`config.mk`:
```
export PLATFORM = sky130hd
export DESIGN_NAME = tae_irq_ctrl
export DESIGN_NICKNAME = d
export VERILOG_FILES = /design/src/rtl/tae_pkg.sv /design/src/rtl/tae_err_core.sv /design/src/rtl/tae_regfile.sv /design/src/rtl/tae_pulse_gen.sv /design/src/rtl/tae_irq_ctrl.sv
export SDC_FILE = /design/constraint.sdc
export NUM_CORES = 1
export LEC_CHECK = 0
export BUFFER_PORTS_ARGS = -buffer_cell sky130_fd_sc_hd__buf_2
export CORE_ASPECT_RATIO = 0.9
export CORE_MARGIN = 2
export CORE_UTILIZATION = 28
export CTS_BUF_LIST = sky130_fd_sc_hd__clkbuf_16
export DETAILED_ROUTE_END_ITERATION = 12
export PLACE_DENSITY = 0.48
export SETUP_SLACK_MARGIN = 0.05
export SLEW_MARGIN = 20
export SYNTH_ARGS = -nofsm -noshare
export SYNTH_HDL_FRONTEND = slang
export SYNTH_HIERARCHICAL = 1
export SYNTH_SLANG_ARGS = --single-unit
```
`constraint.sdc`:
```
create_clock -name clk -period 1.79 [get_ports clk]
set_input_delay 0.358 -clock clk [delete_from_list [all_inputs] [get_ports clk]]
set_output_delay 0.358 -clock clk [all_outputs]
set_load 0.02 [all_outputs]
```
`src/rtl/tae_pkg.sv`:
```
package tae_pkg;
  localparam int DATA_W = 32;
  localparam int ADDR_W = 2;
  localparam int CTRL_W = 2;
  localparam int CTRL_ERR_EN = 0;
  localparam int CTRL_EVQ_EN = 1;
  localparam int NUM_SRC = 3;
  localparam int SRC_ERR = 0;
  localparam int SRC_EVQ = 1;
  localparam int SRC_SYNC = 2;

  typedef enum logic [ADDR_W-1:0] {
    RA_ERR  = 2'd0,
    RA_ACK  = 2'd1,
    RA_CTRL = 2'd2,
    RA_RSVD = 2'd3
  } reg_addr_e;
endpackage

```
`src/rtl/tae_err_core.sv`:
```
module tae_err_core #(
  parameter int ERR_W = 32
) (
  input  logic             clk,
  input  logic             rst_n,
  input  logic             raise_vld,
  input  logic [ERR_W-1:0] raise_mask,
  input  logic             ack_we,
  input  logic [ERR_W-1:0] ack_wdata,
  output logic [ERR_W-1:0] err_q,
  output logic [ERR_W-1:0] ack_q,
  output logic             fresh_any,
  output logic             stray_flag
);
  logic [ERR_W-1:0] pend_now, fresh, err_nxt, pend_after, stray;

  always_comb begin
    pend_now   = err_q ^ ack_q;
    fresh      = raise_mask & ~pend_now;
    err_nxt    = raise_vld ? (err_q ^ fresh) : err_q;
    fresh_any  = raise_vld && (|fresh);
    pend_after = err_nxt ^ ack_q;
    stray      = (ack_wdata ^ ack_q) & ~pend_after;
  end

  always_ff @(posedge clk) begin
    if (!rst_n) begin
      err_q      <= '0;
      ack_q      <= '0;
      stray_flag <= 1'b0;
    end else begin
      err_q <= err_nxt;
      if (ack_we) begin
        ack_q <= ack_wdata;
        if (|stray) stray_flag <= 1'b1;
      end
    end
  end


  err_only_on_raise_chk: assert property (@(posedge clk) disable iff (!rst_n)
    !$past(raise_vld) |-> $stable(err_q));


  err_flips_not_pending_chk: assert property (@(posedge clk) disable iff (!rst_n)
    $past(raise_vld) |->
      (((err_q ^ $past(err_q)) & ($past(err_q) ^ $past(ack_q))) == '0));


  ack_stored_chk: assert property (@(posedge clk) disable iff (!rst_n)
    $past(ack_we) |-> (ack_q == $past(ack_wdata)));


  stray_sticky_chk: assert property (@(posedge clk) disable iff (!rst_n)
    $past(stray_flag) |-> stray_flag);
endmodule

```
`src/rtl/tae_regfile.sv`:
```
module tae_regfile
  import tae_pkg::*;
#(
  parameter int ERR_W = 32
) (
  input  logic              clk,
  input  logic              rst_n,
  input  logic              reg_vld,
  input  logic              reg_wr,
  input  logic [ADDR_W-1:0] reg_addr,
  input  logic [DATA_W-1:0] reg_wdata,
  input  logic [ERR_W-1:0]  err_q,
  input  logic [ERR_W-1:0]  ack_q,
  output logic [CTRL_W-1:0] ctrl_q,
  output logic              ack_we,
  output logic [ERR_W-1:0]  ack_wdata,
  output logic [DATA_W-1:0] reg_rdata
);
  logic ctrl_we, rd_en;

  always_comb begin
    ack_we    = reg_vld && reg_wr && (reg_addr == RA_ACK);
    ctrl_we   = reg_vld && reg_wr && (reg_addr == RA_CTRL);
    ack_wdata = reg_wdata[ERR_W-1:0];
    rd_en     = reg_vld && !reg_wr;
    reg_rdata = '0;
    if (rd_en) begin
      case (reg_addr)
        RA_ERR:  reg_rdata = DATA_W'(err_q);
        RA_ACK:  reg_rdata = DATA_W'(ack_q);
        RA_CTRL: reg_rdata = DATA_W'(ctrl_q);
        default: reg_rdata = '0;
      endcase
    end
  end

  always_ff @(posedge clk) begin
    if (!rst_n) ctrl_q <= '0;
    else if (ctrl_we) ctrl_q <= reg_wdata[CTRL_W-1:0];
  end


  rdata_quiet_chk: assert property (@(posedge clk) disable iff (!rst_n)
    (|reg_rdata) |-> (reg_vld && !reg_wr));


  ctrl_hold_chk: assert property (@(posedge clk) disable iff (!rst_n)
    !$past(ctrl_we) |-> $stable(ctrl_q));
endmodule

```
`src/rtl/tae_pulse_gen.sv`:
```
module tae_pulse_gen #(
  parameter int N = 3,
  parameter logic [N-1:0] ALWAYS_ON = '0
) (
  input  logic         clk,
  input  logic         rst_n,
  input  logic [N-1:0] req,
  input  logic [N-1:0] en,
  output logic [N-1:0] pulse
);
  for (genvar i = 0; i < N; i++) begin : g_line
    if (ALWAYS_ON[i]) begin : g_free
      always_ff @(posedge clk) begin
        if (!rst_n) pulse[i] <= 1'b0;
        else pulse[i] <= req[i];
      end
    end else begin : g_gated
      always_ff @(posedge clk) begin
        if (!rst_n) pulse[i] <= 1'b0;
        else pulse[i] <= req[i] && en[i];
      end
    end


    pulse_cause_chk: assert property (@(posedge clk) disable iff (!rst_n)
      pulse[i] |-> $past(req[i]));
  end
endmodule

```
`src/rtl/tae_irq_ctrl.sv`:
```
module tae_irq_ctrl
  import tae_pkg::*;
(
  input  logic              clk,
  input  logic              rst_n,
  input  logic              raise_vld,
  input  logic [DATA_W-1:0] raise_mask,
  input  logic              evq_req,
  input  logic              sync_req,
  input  logic              prq_req,
  input  logic              reg_vld,
  input  logic              reg_wr,
  input  logic [ADDR_W-1:0] reg_addr,
  input  logic [DATA_W-1:0] reg_wdata,
  output logic [DATA_W-1:0] reg_rdata,
  output logic              irq_err,
  output logic              irq_evq,
  output logic              irq_sync,
  output logic              stat_stray_ack,
  output logic              stat_unimpl
);
  localparam int ERR_W = DATA_W;
  localparam logic [NUM_SRC-1:0] FREE_LINES = NUM_SRC'(1) << SRC_SYNC;

  logic [ERR_W-1:0]   err_q, ack_q, ack_wdata;
  logic               ack_we, fresh_any;
  logic [CTRL_W-1:0]  ctrl_q;
  logic [NUM_SRC-1:0] req_v, en_v, pulse_v;

  tae_err_core #(.ERR_W(ERR_W)) u_core (
    .clk(clk), .rst_n(rst_n),
    .raise_vld(raise_vld), .raise_mask(raise_mask),
    .ack_we(ack_we), .ack_wdata(ack_wdata),
    .err_q(err_q), .ack_q(ack_q),
    .fresh_any(fresh_any), .stray_flag(stat_stray_ack)
  );

  tae_regfile #(.ERR_W(ERR_W)) u_regs (
    .clk(clk), .rst_n(rst_n),
    .reg_vld(reg_vld), .reg_wr(reg_wr), .reg_addr(reg_addr),
    .reg_wdata(reg_wdata), .err_q(err_q), .ack_q(ack_q),
    .ctrl_q(ctrl_q), .ack_we(ack_we), .ack_wdata(ack_wdata),
    .reg_rdata(reg_rdata)
  );

  always_comb begin
    req_v = '0;
    en_v  = '0;
    req_v[SRC_ERR]  = fresh_any;
    req_v[SRC_EVQ]  = evq_req;
    req_v[SRC_SYNC] = sync_req;
    en_v[SRC_ERR]   = ctrl_q[CTRL_ERR_EN];
    en_v[SRC_EVQ]   = ctrl_q[CTRL_EVQ_EN];
  end

  tae_pulse_gen #(.N(NUM_SRC), .ALWAYS_ON(FREE_LINES)) u_pulse (
    .clk(clk), .rst_n(rst_n), .req(req_v), .en(en_v), .pulse(pulse_v)
  );

  assign irq_err  = pulse_v[SRC_ERR];
  assign irq_evq  = pulse_v[SRC_EVQ];
  assign irq_sync = pulse_v[SRC_SYNC];

  always_ff @(posedge clk) begin
    if (!rst_n) stat_unimpl <= 1'b0;
    else if (prq_req) stat_unimpl <= 1'b1;
  end


  unimpl_cause_chk: assert property (@(posedge clk) disable iff (!rst_n)
    $rose(stat_unimpl) |-> $past(prq_req));


  sync_always_chk: assert property (@(posedge clk) disable iff (!rst_n)
    $past(sync_req) |-> irq_sync);


  evq_gated_chk: assert property (@(posedge clk) disable iff (!rst_n)
    irq_evq |-> $past(ctrl_q[CTRL_EVQ_EN]));


  err_irq_changes_chk: assert property (@(posedge clk) disable iff (!rst_n)
    irq_err |-> (err_q != $past(err_q)));
endmodule

```
# Yosys cells after proc, flatten, opt, wreduce, memory -nomap -nowiden
# Index checks and enable logic that the tools add are counted.
# totals
reg_bits	71
in_bits	74
out_inout_bits	37
wordCells	33
# op_classes
eq_ne	2
mux	3
n_bitwise	8
reduce_logical	12
# ops
op	count
$xor A32 B32 Y32	4
$pmux W32 S3	1
$and A32 B32 Y32	2
$mux W32	2
$not A32 Y32	2
$reduce_or A32 Y1	2
$logic_and A1 B1 Y1	7
$eq A2 B1 Y1 const B	1
$eq A2 B2 Y1 const B	1
$logic_not A2 Y1	1
$reduce_and A2 Y1	1
$logic_not A1 Y1	1

# Depth between registers and ports, before layout
# Gate-level depths: netlist (run 1).
# depth
depth_word	10
depth_mapped	8
ltp_nobuf	6

# Modules after synthesis
# Netlist (run 1), hierarchy kept.
# modules_own_cells
module	instances	cells_per_inst	area_each_um2	seq_area_each_um2
tae_err_core	1	432	3714.8	1301.2
tae_regfile	1	116	872.1	40.0
tae_pulse_gen	1	6	80.1	60.1
tae_irq_ctrl	1	3	31.3	20.0

# Least setup slack after synthesis (run 1)
# Ideal clock, no wire load.
# synth_timing
path_kind	input to register
from	input reg_addr[0]
to	register u_core.ack_q[10]
setup_time_ns	0.116
arrival_ns	1.760
required_time_ns	1.674
setup_slack_ns	-0.086
stages	7
n_path_buf	4
cell_sequence	buf_2 > buf_2 > and4b_1 > clkbuf_1 > buf_2 > mux2i_1 > nor2b_1
# synth_via
elab_chain_cells	2
# synth_lines
item	line_no	rtl
from (decl)	tae_irq_ctrl.sv:13	input logic [ADDR_W-1:0] reg_addr,
$eq A2 B1 Y1	tae_regfile.sv:22	ack_we = reg_vld && reg_wr && (reg_addr == RA_ACK);
$logic_and A1 B1 Y1	tae_regfile.sv:22	
via ack_we	tae_irq_ctrl.sv:26	logic ack_we, fresh_any;
to (signal assigned)	tae_err_core.sv:34	ack_q <= ack_wdata;
to (decl)	tae_err_core.sv:11	output logic [ERR_W-1:0] ack_q,
# The timed path passes the listed nets, and every way through them passes these cells.
# A chain may end at the register's enable or synchronous reset.

# Worst setup path in the final report (run 1)
# layout_timing
from	input reg_addr[1]
to	output reg_rdata[30]
# layout_via
elab_chain_cells	3
elab_cells_between_ends	5
cone_classes	2 x eq/ne; 2 x mux; 1 x reduce/logical
# layout_lines
item	line_no	rtl
$eq A2 B2 Y1 (tied with other cells)	tae_regfile.sv:28	case (reg_addr)
$pmux W32 S3 *	tae_regfile.sv:28	
$mux W32 *	tae_regfile.sv:27	if (rd_en) begin
to (decl)	tae_irq_ctrl.sv:15	output logic [DATA_W-1:0] reg_rdata,
# Every way passes the cells marked *; elsewhere a longest branch is shown, timed or not.

==> results.ini, run 1 <==
[critical_path]
critical_path_class = input port to output port
startpoint_type = input port
cpMaxStageDelayCell = or3b_4
rr_startpoint = u_core/ack_q[28]$_SDFFE_PN0P_
cp_max_fo = 11
worst_setup_ep_type = output port
worstPathBufferInverterCount = 3
timing.reg2reg.setup_slack_ns = 0.12
critPathRequiredTime_ns = 1.43
reg2reg_to = u_core/stray_flag$_SDFFE_PN0P_
timing.critical_path.slowest_cell_delay_ns = 0.45
worst_ep_arrival_time_ns = 1.38
r2r_cells = 6
critPathTopFamily = simple AND/OR/NAND/NOR gates
timing.critical_path.cells = buf_2, or3b_4, buf_12, nor2_1, buf_4

[yosys]
syn_nets = 630
syn_avg_cell_area_sq_um = 8.443
mappedNetlistArea_sq_mm = 0.004695
synthesis.yosys.warnings = 6
synthesis.instances = 556

[timing]
whs_ns = 0.2241
maxSlewViolCount = 0
fin_setup_tns_ns = 0
worst_margin_pin_slew_ns = 0.4117
timing_hold_violations_final = 0
timing.fmax_mhz = 576.3
final.period_utilization_pct = 96.93
finalSetupViolCount = 0
rsz0062_at_grt = yes
clock_skew_ns = 0.004958
final_period_minus_worst_setup_slack_ns = 1.735
timing.slew.headroom_pct = 72.55

[worst_hold_path]
min_path_type = input port to flop
hold_path_end = stat_unimpl$_SDFFE_PN0P_
worst_hold_startpoint = prq_req
hold_path_depth = 2

[floorplan]
core_area_sq_mm = 0.01630
initial_core_util_pct = 28.81
chipHeight_microns = 126.8
die_width_microns = 140.5
placementRows = 44
boundary_pins = 111
dieArea_sq_mm = 0.01782

[power]
worst_ir_drop_vdd_mv = 0.4600
internal_power_uw = 3223
comb_power_share_pct = 16.7
power_leakage_uw = 0.002477
power_density_mw_per_mm2 = 743.6
seq_power_share_pct = 39.2
power_switching_uw = 1188
share_clk_of_total_power_pct = 44.1
netSwitchingFraction_pct = 26.94

[placement]
gp_routability_congestion = 0.8358
dp_cells = 857
place_area_sq_mm = 0.005473
port_buffers = 110
place_hpwl_microns = 10820

[route]
total_number_of_vias = 4181
drt_first_iter_violations = 190
wl_met3_microns = 731
met1Wirelength_microns = 6799
routed_wirelength_microns = 14120
drt-vias-per-instance = 4.784
drt_first_pass_iters = 4
top_signal_layer_used = met4
drc = 0
wl_per_cell_microns = 16.15
dr_wl_met2_microns = 6307
ant_nets = 0

[cells_and_area]
postLayoutCellArea_sq_mm = 0.005932
mostFrequentLayoutCell = buf_2
final-seq-area_sq_mm = 0.001426
final_nets = 735
fillerInstances = 1701
multi_input_area_sq_mm = 0.002954
layout.cells.non_filler = 874
layout.cells.most_common_list = 93 x buf_2, 68 x nand2_1, 67 x dfxtp_1, 66 x mux2i_1, 53 x o21ai_0
layout-drive-gt1-share_pct = 28.53
area_growth_syn_to_layout_pct = 26.36
finish.utilization_pct = 36.40

[clocking]
clock_tree.buffer_depth = 2
clkSlewWorstSetupHoldPaths_ns = 0.06
setup_fix_bufs_post_cts = 0
tritoncts = yes
cts.sinks = 71
h-tree-depth = 3
clock_latency_of_the_later_clocked_register_in_the_worst_skew_pair_ns = 0.34
cts-buffers-inserted = 9
clock-root-buffer = clkbuf_16
cts_hold_buffers = 0

[global_routing]
gr_overflow_total = 0
grt_max_degree = 39
via_count_of_the_first_global_routing_pass = 3998
grt_antenna_before_repair = 2
grt_use_total_pct = 15.96
grt_pass1_wl_microns = 21710

[job]
maxCapViolCount = 0

[status]
run_status = finished, final reports clean

-- metal layers --
metal | track usage, % | vias up
met4 | 6.471 | 0
li1 | - | 2124
met1 | 21.39 | 1953
met2 | 24.97 | 87
met3 | 3.549 | 17
met5 | 0 | -
-- power by group through the flow --
stage	Sequential [uW]	Clock, uW	Combinational, uW
5_1_grt	1740	2070	812
3_3_place_gp	1760	0	704
3_5_place_dp	1760	0	713
6_report	1730	1940	738
2_1_floorplan	1760	0	461
4_1_cts	1730	2000	723
-- through the flow --
stage          setup WS (ns)  total power [uW]
6_report             0.05489              4411
5_1_grt              0.01676              4621
4_1_cts              0.05510              4453
3_5_place_dp        -0.06737              2475
3_3_place_gp        -0.05661              2460
2_1_floorplan         0.1356              2216
-- flip-flops by register name, summed over array words and instances (netlist names) --
register and flops:
u_regs/ctrl_q 2, u_core/ack_q 32, stat_unimpl 1, u_core/stray_flag 1
u_pulse/pulse 3, u_core/err_q 32
-- how the worst max path moves through the flow --
stage,startpoint,to,cells past startpoint
2_1_floorplan,reg_addr[1],reg_rdata[10],4
3_3_place_gp,reg_addr[1],reg_rdata[15],5
3_5_place_dp,reg_addr[1],reg_rdata[15],5
4_1_cts,u_core/ack_q[30]$_SDFFE_PN0P_,u_pulse/pulse[0]$_SDFF_PN0_,6
5_1_grt,u_core/ack_q[28]$_SDFFE_PN0P_,u_core/stray_flag$_SDFFE_PN0P_,6
6_report,reg_addr[1],reg_rdata[30],5
-- what timing repair did --
item,in CTS,in global routing
pin swaps,0,2
resized for setup,16,40
endpoints found under the setup margin,31,18
-- final cells by class --
| class | instances | area share, % |
|---|---|---|
| Timing Repair Buffer | 149 | 16.45 |
| Sequential cell | 71 | 24.05 |
| Clock inverter | 7 | 1.498 |
| Tap cell | 207 | 4.366 |
| Antenna cell | 1 | 0.04219 |
| Clock buffer | 9 | 3.797 |
| Multi-Input combinational cell | 430 | 49.80 |
(Power assumes the default switching activity.)
==> inputs of run 2 (changes only) <==
ABC_AREA = 1   (was unset)
==> run 2 against run 1 <==
Effect of this change:
- worst hold slack worse by 0.019 ns
- clock-buffer cell count stayed put
- flip-flop and latch count stayed put
- utilization is 1.0 points lower
- global-route usage is 0.50 points higher
- critical path depth is 1 higher
- critical path type unchanged
==> results.ini, run 2 <==
[yosys]
syn_nets = 875
syn_avg_cell_area_sq_um = 5.850
mappedNetlistArea_sq_mm = 0.004686
synthesis.yosys.warnings = 6
synthesis.instances = 801

[route]
wl_per_cell_microns = 13.50
dr_wl_met2_microns = 6070
drt_first_iter_violations = 329
drt-vias-per-instance = 4.562
drt_first_pass_iters = 5
top_signal_layer_used = met5
met1Wirelength_microns = 7768
routed_wirelength_microns = 14860
drc = 0
ant_nets = 0
wl_met3_microns = 848
total_number_of_vias = 5023

[cells_and_area]
final_nets = 961
area_growth_syn_to_layout_pct = 22.62
layout-drive-gt1-share_pct = 17.38
fillerInstances = 1785
top_regs = u_core/ack_q: 32 flops, u_core/err_q: 32 flops, u_pulse/pulse: 3 flops
layout.cells.non_filler = 1101
layout.cells.most_common_list = 240 x nand2_1, 109 x inv_1, 102 x buf_2, 96 x o21ai_0, 92 x a21oi_1
mostFrequentLayoutCell = nand2_1

[timing]
timing.fmax_mhz = 585.9
finalSetupViolCount = 0
final.period_utilization_pct = 95.35
worst_margin_pin_slew_ns = 0.4324
maxSlewViolCount = 0
final_period_minus_worst_setup_slack_ns = 1.707
rsz0062_at_grt = yes
timing.slew.headroom_pct = 71.17
clock_skew_ns = 0.008227
timing_hold_violations_final = 0
fin_setup_tns_ns = 0

[critical_path]
critical_path_class = input port to output port
timing.reg2reg.setup_slack_ns = 0.21
worst_setup_ep_type = output port
rr_startpoint = u_core/ack_q[12]$_SDFFE_PN0P_
startpoint_type = input port
cp_max_fo = 23
critPathRequiredTime_ns = 1.43
worst_ep_arrival_time_ns = 1.35
r2r_cells = 9
reg2reg_to = u_pulse/pulse[0]$_SDFF_PN0_

[placement]
place_hpwl_microns = 11060
dp_cells = 1079
port_buffers = 110
gp_routability_congestion = 0.7994

[floorplan]
die_width_microns = 140.4
core_area_sq_mm = 0.01624
initial_core_util_pct = 28.85
chipHeight_microns = 126.7
dieArea_sq_mm = 0.01779
placementRows = 44
boundary_pins = 111

[clocking]
clock_tree.buffer_depth = 2
cts_hold_buffers = 0
cts.sinks = 71
clkSlewWorstSetupHoldPaths_ns = 0.05
cts-buffers-inserted = 9
clock_latency_of_the_later_clocked_register_in_the_worst_skew_pair_ns = 0.34
tritoncts = yes
clock-root-buffer = clkbuf_16
h-tree-depth = 3

[power]
comb_power_share_pct = 18.3
power_switching_uw = 1268
netSwitchingFraction_pct = 29.51
power_leakage_uw = 0.002774
power_density_mw_per_mm2 = 747.9
seq_power_share_pct = 40.6
worst_ir_drop_vdd_mv = 0.4307
internal_power_uw = 3029
share_clk_of_total_power_pct = 41.2

[worst_hold_path]
hold_path_depth = 3
hold_path_end = u_pulse/pulse[2]$_SDFF_PN0_
worst_hold_startpoint = sync_req
min_path_type = input port to flop

[global_routing]
grt_pass1_wl_microns = 22970
gr_overflow_total = 0
grt_use_total_pct = 16.47
via_count_of_the_first_global_routing_pass = 4507
grt_antenna_before_repair = 2
grt_max_degree = 28

[job]
maxCapViolCount = 0

[status]
run_status = finished, final reports clean

==> run 2: cell types whose count changed in the layout (fill, tap and decap cells not counted), moves of 43 or more <==
cell / before / now
inv_1: 1 / 109
mux2i_1: 66 / 0
o21ai_0: 53 / 96
a21oi_1: 0 / 92
nand2_1: 68 / 240
nor2_1: 19 / 62
nand3_1: 0 / 52
==> run 2: worst max-delay path by stage <==
| stage | startpoint | to | depth (start not counted) |
|---|---|---|---|
| 6_report | reg_addr[1] | reg_rdata[10] | 6 |
| 5_1_grt | u_core/ack_q[2]$_SDFFE_PN0P_ | u_pulse/pulse[0]$_SDFF_PN0_ | 9 |
| 4_1_cts | reg_addr[0] | reg_rdata[10] | 7 |
| 3_5_place_dp | reg_addr[1] | u_core/ack_q[27]$_SDFFE_PN0P_ | 7 |
| 3_3_place_gp | reg_addr[1] | u_core/ack_q[15]$_SDFFE_PN0P_ | 7 |
| 2_1_floorplan | reg_addr[0] | u_core/ack_q[19]$_SDFFE_PN0P_ | 7 |
==> run 2: through the flow <==
stage          setup WS (ns)  hold slack (ns)  power (uW)  instance area, sq um  util, %
2_1_floorplan         0.3243           0.4236        2281                  4686        -
3_3_place_gp         0.04011           0.4520        2543                  5335    32.85
3_5_place_dp         0.02913           0.4540        2536                  5335    32.85
4_1_cts              0.07256           0.1891        4345                  5617    34.58
5_1_grt              0.01971           0.2117        4561                  5743    35.36
6_report             0.08327           0.2053        4297                  5746    35.38
==> run 2: power groups by stage <==
| stage | Combinational, uW | Clock, uW | Sequential (uW) |
|---|---|---|---|
| floorplan | 521 | 0 | 1760 |
| global placement | 762 | 0 | 1780 |
| detailed placement | 758 | 0 | 1780 |
| CTS | 761 | 1840 | 1740 |
| global route | 898 | 1910 | 1760 |
| finish | 784 | 1770 | 1740 |
==> run 2: critical path: stages <==
cell and delay [ns]:
buf_2 0.13, nor2_2 0.17, buf_12 0.19, nand2_1 0.06, a21oi_1 0.21, buf_2 0.20
==> run 2: layer usage <==
metal / GRT usage [%] / up-vias
li1: - / 2703
met1: 23.46 / 2185
met2: 24.19 / 119
met3: 5.059 / 14
met4: 4.040 / 2
met5: 0 / -
==> run 2: what timing repair did <==
item	4_1_cts	5_1_grt
endpoints found under the setup margin	0	12
setup buffers	0	2
resized for setup	0	17
==> run 2: area by class of cell <==
| class | instances | area, sq um | share of cell area, % |
|---|---|---|---|
| Multi-Input combinational cell | 564 | 2504 | 43.58 |
| Sequential cell | 71 | 1423 | 24.76 |
| Timing Repair Buffer | 132 | 862.1 | 15.00 |
| Inverter | 109 | 411.6 | 7.165 |
| Tap cell | 207 | 259.0 | 4.508 |
| Clock buffer | 9 | 225.2 | 3.920 |
| Clock inverter | 7 | 56.30 | 0.9800 |
| Antenna cell | 2 | 5.005 | 0.08711 |
